### src/rtl/seg_xlate_pkg.sv
package seg_xlate_pkg;
  localparam int SEG_W  = 4;
  localparam int OFF_W  = 16;
  localparam int BASE_W = 24;

  typedef enum logic [2:0] {
    CAUSE_NONE  = 3'b000,
    CAUSE_RANGE = 3'b001,
    CAUSE_INVAL = 3'b010,
    CAUSE_LIMIT = 3'b011,
    CAUSE_PERM  = 3'b100
  } cause_t;

  typedef enum logic [1:0] {
    ACC_READ  = 2'b00,
    ACC_WRITE = 2'b01,
    ACC_EXEC  = 2'b10,
    ACC_BAD   = 2'b11
  } acc_t;
endpackage

### src/rtl/seg_table.sv
module seg_table #(
  parameter int SEG_W = seg_xlate_pkg::SEG_W,
  parameter int ENT_W = 45,
  parameter int VLD_B = 44
) (
  input  logic             clk,
  input  logic             rst_n,
  input  logic             wr_en,
  input  logic [SEG_W-1:0] wr_idx,
  input  logic [ENT_W-1:0] wr_data,
  input  logic [SEG_W-1:0] rd_idx,
  output logic [ENT_W-1:0] rd_data
);
  localparam int DEPTH = 1 << SEG_W;

  logic [ENT_W-1:0] ent_q [DEPTH];

  for (genvar g = 0; g < DEPTH; g++) begin : g_ent
    always_ff @(posedge clk or negedge rst_n) begin
      if (!rst_n) begin
        ent_q[g] <= '0;
      end else if (wr_en && (wr_idx == SEG_W'(g))) begin
        ent_q[g] <= wr_data;
      end
    end
  end

  assign rd_data = ent_q[rd_idx];

  // no entry is valid straight after reset
  a_r1_reset_invalid: assert property (@(posedge clk)
    $rose(rst_n) |-> !ent_q[rd_idx][VLD_B]);
endmodule

### src/rtl/seg_check.sv
module seg_check
  import seg_xlate_pkg::*;
#(
  parameter int SEG_W  = seg_xlate_pkg::SEG_W,
  parameter int OFF_W  = seg_xlate_pkg::OFF_W,
  parameter int BASE_W = seg_xlate_pkg::BASE_W,
  localparam int LIM_W = OFF_W + 1,
  localparam int LEN_W = SEG_W + 1
) (
  input  logic [SEG_W-1:0]  seg,
  input  logic [OFF_W-1:0]  off,
  input  logic [1:0]        acc,
  input  logic [LEN_W-1:0]  tbl_len,
  input  logic [BASE_W-1:0] ent_base,
  input  logic [LIM_W-1:0]  ent_limit,
  input  logic              ent_r,
  input  logic              ent_w,
  input  logic              ent_x,
  input  logic              ent_valid,
  output cause_t            cause,
  output logic [BASE_W-1:0] phys
);
  logic perm_ok;

  always_comb begin
    unique case (acc_t'(acc))
      ACC_READ:  perm_ok = ent_r;
      ACC_WRITE: perm_ok = ent_w;
      ACC_EXEC:  perm_ok = ent_x;
      default:   perm_ok = 1'b0;
    endcase
  end

  always_comb begin
    if ({1'b0, seg} >= tbl_len)               cause = CAUSE_RANGE;
    else if (!ent_valid)                      cause = CAUSE_INVAL;
    else if ({1'b0, off} >= ent_limit)        cause = CAUSE_LIMIT;
    else if (!perm_ok)                        cause = CAUSE_PERM;
    else                                      cause = CAUSE_NONE;
  end

  assign phys = (cause == CAUSE_NONE) ? (ent_base + BASE_W'(off)) : '0;

  // the reserved access type never passes
  a_r5_bad_type: assert final (!(acc == 2'b11 && cause == CAUSE_NONE));
endmodule

### src/rtl/seg_xlate.sv
module seg_xlate
  import seg_xlate_pkg::*;
#(
  parameter int SEG_W  = seg_xlate_pkg::SEG_W,
  parameter int OFF_W  = seg_xlate_pkg::OFF_W,
  parameter int BASE_W = seg_xlate_pkg::BASE_W,
  localparam int LIM_W = OFF_W + 1,
  localparam int LEN_W = SEG_W + 1,
  localparam int LIM_B = BASE_W,
  localparam int R_B   = LIM_B + LIM_W,
  localparam int W_B   = R_B + 1,
  localparam int X_B   = R_B + 2,
  localparam int VLD_B = R_B + 3,
  localparam int ENT_W = VLD_B + 1
) (
  input  logic              clk,
  input  logic              rst_n,
  input  logic              wr_en,
  input  logic [SEG_W-1:0]  wr_idx,
  input  logic [ENT_W-1:0]  wr_data,
  input  logic              len_wr_en,
  input  logic [LEN_W-1:0]  len_wr_data,
  input  logic              req_valid,
  output logic              req_ready,
  input  logic [SEG_W-1:0]  req_seg,
  input  logic [OFF_W-1:0]  req_off,
  input  logic [1:0]        req_type,
  output logic              resp_valid,
  input  logic              resp_ready,
  output logic              resp_fault,
  output logic [2:0]        resp_cause,
  output logic [BASE_W-1:0] resp_addr
);
  logic [LEN_W-1:0]  len_q;
  logic [ENT_W-1:0]  ent;
  cause_t            cause_c;
  logic [BASE_W-1:0] phys_c;

  always_ff @(posedge clk or negedge rst_n) begin
    if (!rst_n)         len_q <= '0;
    else if (len_wr_en) len_q <= len_wr_data;
  end

  seg_table #(.SEG_W(SEG_W), .ENT_W(ENT_W), .VLD_B(VLD_B)) u_table (
    .clk(clk), .rst_n(rst_n),
    .wr_en(wr_en), .wr_idx(wr_idx), .wr_data(wr_data),
    .rd_idx(req_seg), .rd_data(ent)
  );

  seg_check #(.SEG_W(SEG_W), .OFF_W(OFF_W), .BASE_W(BASE_W)) u_check (
    .seg(req_seg), .off(req_off), .acc(req_type), .tbl_len(len_q),
    .ent_base(ent[BASE_W-1:0]), .ent_limit(ent[LIM_B +: LIM_W]),
    .ent_r(ent[R_B]), .ent_w(ent[W_B]), .ent_x(ent[X_B]),
    .ent_valid(ent[VLD_B]),
    .cause(cause_c), .phys(phys_c)
  );

  assign req_ready = !resp_valid || resp_ready;

  always_ff @(posedge clk or negedge rst_n) begin
    if (!rst_n) begin
      resp_valid <= 1'b0;
      resp_fault <= 1'b0;
      resp_cause <= 3'b000;
      resp_addr  <= '0;
    end else if (req_ready) begin
      resp_valid <= req_valid;
      if (req_valid) begin
        resp_fault <= (cause_c != CAUSE_NONE);
        resp_cause <= cause_c;
        resp_addr  <= phys_c;
      end
    end
  end

  // a trapped access never carries an address
  a_r11_fault_no_addr: assert property (@(posedge clk) disable iff (!rst_n)
    (resp_valid && resp_fault) |-> (resp_addr == '0 && resp_cause != 3'b000));

  // an accepted request yields a response on the next cycle
  a_r8_resp_follows: assert property (@(posedge clk) disable iff (!rst_n)
    (req_valid && req_ready) |=> resp_valid);

  // a stalled response stays put
  a_r8_hold: assert property (@(posedge clk) disable iff (!rst_n)
    (resp_valid && !resp_ready) |=>
      (resp_valid && $stable(resp_addr) && $stable(resp_cause) && $stable(resp_fault)));

  // out-of-range segment number reports the range cause
  a_r2_range: assert property (@(posedge clk) disable iff (!rst_n)
    (req_valid && req_ready && ({1'b0, req_seg} >= len_q)) |=> (resp_cause == 3'b001));

  // the reserved access type is always trapped
  a_r5_type3: assert property (@(posedge clk) disable iff (!rst_n)
    (req_valid && req_ready && req_type == 2'b11) |=> resp_fault);
endmodule

### config.mk
export PLATFORM = sky130hd
export DESIGN_NAME = seg_xlate
export DESIGN_NICKNAME = d
export VERILOG_FILES = /design/src/rtl/seg_xlate_pkg.sv /design/src/rtl/seg_table.sv /design/src/rtl/seg_check.sv /design/src/rtl/seg_xlate.sv
export SDC_FILE = /design/constraint.sdc
export NUM_CORES = 1
export LEC_CHECK = 0
export BUFFER_PORTS_ARGS = -buffer_cell sky130_fd_sc_hd__buf_2
export CORE_MARGIN = 1.5
export CORE_UTILIZATION = 52
export DETAILED_ROUTE_END_ITERATION = 10
export HOLD_SLACK_MARGIN = 0.02
export PLACE_DENSITY = 0.73
export SLEW_MARGIN = 0
export SYNTH_ARGS = -nofsm -noshare
export SYNTH_HDL_FRONTEND = slang
export SYNTH_SLANG_ARGS = --single-unit
### constraint.sdc
create_clock -name clk -period 3.1 [get_ports clk]
set_input_delay 0.155 -clock clk [delete_from_list [all_inputs] [get_ports clk]]
set_output_delay 0.155 -clock clk [all_outputs]
set_load 0.02 [all_outputs]
# Word-level counts from Yosys, hierarchy flattened
# Index checks and enable logic that the tools add are counted.
[totals] regBits=754 latchBits=0 ram_bits=0 rom_bits=0 input_bits=82 out_inout_bits=30 word_cells=75 memories=0
[classes] add_sub_neg=1 multipliers=0 div=0 magnitude_cmp=3 eq_ne=17 n_shift=0 mux=9 bitwise=1 reduce_logical=23
[op_table] op="$bmux W45 S4" count=1
[op_table] op="$mux W45" count=2
[op_table] op="$eq A4 B4 Y1 const B" count=8
[op_table] op="$add A24 B16 Y24" count=1
[op_table] op="$mux W24" count=1
[op_table] op="$ge A16 B17 Y1" count=1
[op_table] op="$eq A4 B3 Y1 const B" count=4
[op_table] op="$logic_and A1 B1 Y1" count=16
[op_table] op="$mux W3" count=4
[op_table] op="$eq A4 B2 Y1 const B" count=2
[op_table] op="$ge A4 B5 Y1" count=1
[op_table] op="$ge A5 B5 Y1 const B" count=1
[op_table] op="$not A4 Y5" count=1
[op_table] op="$eq A4 B1 Y1 const B" count=1
[op_table] op="$logic_not A4 Y1" count=1
[op_table] op="$logic_not A3 Y1" count=1
[op_table] op="$pmux W1 S3" count=1
[op_table] op="$reduce_bool A3 Y1" count=1
[op_table] op="$eq A2 B1 Y1 const B" count=1
[op_table] op="$eq A2 B2 Y1 const B" count=1
[op_table] op="$logic_not A2 Y1" count=1
[op_table] op="$reduce_and A2 Y1" count=1
[op_table] op="$logic_not A1 Y1" count=1
[op_table] op="$logic_or A1 B1 Y1" count=1

# Longest topological paths before layout
[logic_depth] depth_word=11 mapped_depth=19 ltp_nobuf=12

# Hierarchy
# Synthesis repeated with hierarchy kept, for this count alone.
[unflattened] hier_cells=2313 area_unflattened_um2=35200.0
[modules_own_cells] mod="seg_table" n_inst=1 cells_per_inst=1959 area_each_um2=31979.4 seq_area_each_um2=18017.3
[modules_own_cells] mod="seg_check" n_inst=1 cells_per_inst=280 area_each_um2=1845.5 seq_area_each_um2=0.0
[modules_own_cells] mod="seg_xlate" n_inst=1 cells_per_inst=74 area_each_um2=1375.1 seq_area_each_um2=850.8

# Worst setup path after synthesis
# No wires, ideal clock.
[synth_timing] kind="input port to flip-flop" from="input req_seg[0]" to="register resp_addr[10]" setup_ns=0.066 t_arrival_ns=4.004 slack_ns=-0.970 cell_stages=19 cell_sequence="buf_6 buf_12 buf_12 buf_12 buf_2 buf_2 mux4_2 mux4_2 inv_1 ha_1 a21o_1 a21o_1 a21oi_1 nor2_1 o31a_1 or2b_1 nor3_4 buf_6 a22o_1"
[synth_between] elab_chain_cells=11 word_cells_on_any_way=14
[synth_rtl] item="start, declared" line="seg_xlate.sv:25" text="input logic [SEG_W-1:0] req_seg,"
[synth_rtl] item="parallel branches: the longest is 10 deep, another holds $ge A16 B17 Y1"
[synth_rtl] item="$mux W24 *" line="seg_check.sv:42" text="assign phys = (cause == CAUSE_NONE) ? (ent_base + BASE_W'(off)) : '0;"
[synth_rtl] item="end signal, assigned" line="seg_xlate.sv:71" text="resp_addr <= phys_c;"
[synth_rtl] item="end, declared" line="seg_xlate.sv:32" text="output logic [BASE_W-1:0] resp_addr"
# Every way passes the cells marked *. The select of a mux whose other input is x is not followed.
# A chain may end at the register's enable or synchronous reset.

# Worst setup path in the final report
[layout_timing] from="register u_table.ent_q[570] (netlist bit)" to="register resp_addr[15]"
[layout_between] elab_chain_cells=9
[layout_rtl] item="start, declared" line="seg_table.sv:16" text="logic [ENT_W-1:0] ent_q [DEPTH];"
[layout_rtl] item="start signal, assigned by index" line="seg_table.sv:23" text="ent_q[g] <= wr_data;"
[layout_rtl] item="$bmux W45 S4" line="seg_table.sv:28" text="assign rd_data = ent_q[rd_idx];"
[layout_rtl] item="$mux W45 (not written as such) (2 in series)" line="seg_table.sv:28"
[layout_rtl] item="$ge A16 B17 Y1" line="seg_check.sv:37" text="else if ({1'b0, off} >= ent_limit) cause = CAUSE_LIMIT;"
[layout_rtl] item="$mux W3" line="seg_check.sv:37"
[layout_rtl] item="$mux W3" line="seg_check.sv:36" text="else if (!ent_valid) cause = CAUSE_INVAL;"
[layout_rtl] item="$mux W3" line="seg_check.sv:35" text="if ({1'b0, seg} >= tbl_len) cause = CAUSE_RANGE;"
[layout_rtl] item="$logic_not A3 Y1" line="seg_check.sv:42"
[layout_rtl] item="$mux W24" line="seg_check.sv:42"
# No other way between the ends. The select of a mux whose other input is x is not followed.

==> results.txt <==
Status = finished with violations
Violated checks = DRC, setup timing
Crit path cell chain = mux4_2, mux4_2, inv_2, ha_4, a21o_1, a21o_1, a21oi_2, nor2_1, o31a_1, or2b_1, nor3_4, buf_12, a32o_1
Total leakage power = 18.0 nW
Setup TNS Final = -7.89 ns
F_max = 291 MHz
Worst-Skew Late Latency = 0.61 ns
Drt total wl = 87100 µm
Commonest non-fill, non-tap cells in the layout = dfrtp_1 (754), mux2_2 (722), mux4_2 (203)
Via Count = 20200
Area grow syn2layout = 17.8%
Slew HR = 0.302
CTS Buf Count = 79
Slowest CP cell = mux4_2
Mean number of vias per cell = 6.07
Most common cell after layout, fill and taps aside = dfrtp_1
Mean Syn Cell Area = 16.2 µm²
Flops & latches, synth = 754
Total gr overflow = 0
Share of layout cells above drive strength 1 = 0.558
Tot GR Track Use = 0.265
First-pass GRT wire length = 136000 µm
I/O Buffers = 111
Die extent in y = 262 µm
Syn. warnings = 0
Fin crit share = 1.11
Initial drt markers = 1444
Post-route ant nets = 0
Drt drc = 26
Final setup viols = 27
Seq pwr share = 0.450
Hold WC Path Type = in -> reg
Worst Max-Slew Pin Slew = 1.05 ns
Cell count after placement = 3120
Crit end category = flop
Netlist cell types = 58
Max_cap viols = 0
Critical Path Source Type = flop
DP HPWL = 54100 µm
CTS clk-pin slew, worst paths = 0.06 ns
Max Buffers Root-to-Sink = 3
CP max stage delay = 0.47 ns
Cells after Synth = 2156
Logic pwr share = 0.209
Final min period = 3.44 ns
Row count = 94
Netlist Area Pre-Place = 34800 µm²
Die width = 262 µm
H-tree level count = 3
Sw Pwr = 7.45 mW
Worst EP required = 3.65 ns
Final Hold Viols = 0
Routability cong. = 0.848
Clk root buf = clkbuf_16
Nets = 2517
Final-report max-slew violation count = 0
Critical Path AT = 3.98 ns
Clk pwr share = 0.341
I/O pin count = 112
Power per Cell Area = 718 nW/µm²
First-pass DRT Iterations = 8
Seq/Total Area, Yosys = 0.542
TritonCTS Sinks = 754
Cell Int Power = 22.0 mW
Peak fanout along the critical path = 25
EDFF count, synth = 0
Setup CP Type = reg -> reg
Unrepaired setup endpoints after global routing = true
Post-synth top flop = dfrtp_1
Area leader, netlist = dfrtp_1
Vias in the first global route = 21900
Sw Share = 0.253
Synth top area share = 0.542
Ys async rst share = 1.00
Die footprint = 68500 µm²
Initial antenna violation count = 2
CORE AREA = 66000 µm²
Top area cells in the synthesized netlist = dfrtp_1 (54%), mux2_2 (23%), mux4_2 (13%)
TritonCTS clock tree = yes
Worst setup margin = -0.337 ns
Final Non-Filler Cells = 3326
Worst IR drop on VDD = 0.375 mV
Starting Density = 0.528
Syn_nets = 2275
Pin count of the biggest net entering global routing = 86
Avg WL per Cell = 26.2 µm
Clk_skew = 0.0169 ns
## logic make-up after synthesis
kind of cell / Yosys count / share of synthesized area
multiplexers: 944 / 0.377
AO/OA/AOI/OAI: 108 / 0.0235
AND/OR/NAND/NOR: 98 / 0.0140
flip-flops: 754 / 0.542
XOR/XNOR: 20 / 0.00503
buffers and inverters: 195 / 0.0255
adder cells (fa/ha/maj): 37 / 0.0135
## state kept, by name, summed over array words and instances (netlist names)
register	cells
resp_addr	24
len_q	5
u_table.ent_q	720
resp_fault	1
resp_valid	1
resp_cause	3
## power groups by stage
stage	Sequential, mW	Combinational (mW)	Clock (mW)
final	13.3	6.16	10.1
after global routing	13.5	6.66	10.7
after CTS	13.2	6.18	10.2
after detailed placement	13.4	6.05	0
after global placement	13.2	5.80	0
after floorplan	13.0	4.37	0
## Yosys cell counts, drive strengths merged (5+ instances only)
cell type  instances
a21o              11
a21oi             19
a22o              27
a22oi              7
buf               61
clkbuf           111
dfrtp            754
ha                36
inv               23
mux2             722
mux2i              5
mux4             217
nand2             25
nand2b            10
nand3              5
nor2              35
o21a               5
o21ai             17
xnor2             13
xor2               7
## worst max-delay path: cells and delay by family, from the launching register on
| kind | cells | cell delay [ns] |
|---|---|---|
| adders and majority gates | 1 | 0.21 |
| AOI/OAI and AO/OA | 5 | 0.98 |
| buffers and inverters | 2 | 0.29 |
| DFF | 1 | 0.38 |
| and+or+nand+nor | 3 | 0.55 |
| muxes | 2 | 0.94 |
## final timing paths
check	start	to	depth (start not counted)	slack [ns]
worst min-delay path	req_off[0]	resp_addr[0]	3	0.13
max in group asynchronous	rst_n	u_table.ent_q[512]	3	1.96
min in group asynchronous	rst_n	u_table.ent_q[356]	2	0.18
worst min register to register	u_table.ent_q[716]	u_table.ent_q[716]	1	0.50
worst max register to register	u_table.ent_q[570]	resp_addr[15]	13	-0.34
worst max-delay path	u_table.ent_q[570]	resp_addr[15]	13	-0.34
## layer usage
| metal | global-route usage | vias to the layer above | part of all wire |
|---|---|---|---|
| met4 | 0.0714 | 4 | 0.020 |
| met2 | 0.446 | 502 | 0.51 |
| met5 | 0 | - | 0.00026 |
| met1 | 0.358 | 11000 | 0.42 |
| met3 | 0.0443 | 118 | 0.049 |
| li1 | - | 8594 | - |
## per-stage QoR
stage	hold slack [ns]	worst slack, ns	cell area, µm²	power [mW]	utilization
2_1_floorplan	-0.141	-0.649	35000	17.3	-
3_3_place_gp	0.223	-0.556	37600	19.0	0.569
3_5_place_dp	0.226	-0.632	37600	19.4	0.569
4_1_cts	0.0806	-0.306	41000	29.7	0.622
5_1_grt	0.101	-0.473	41000	30.8	0.622
6_report	0.129	-0.337	41000	29.5	0.622
## area by class of cell
cell class | count | area [µm²]
diodes | 2 | 5.00
clock buffers | 110 | 2330
clock inverters | 33 | 463
fillers | 4639 | 24900
inverters | 23 | 86.3
multi-input cells | 1207 | 15300
flip-flops and latches | 754 | 18900
well taps | 864 | 1080
repair buffers | 333 | 2920
## repair_timing
item                       4_1_cts  5_1_grt
setup buffers                    0        0
setup endpoints to repair       27       27
pin swaps                        2        1
hold buffers                    61        0
resized for setup               12        4
hold endpoints to repair       793        0
No activity file was read; power rests on OpenSTA's default activity.
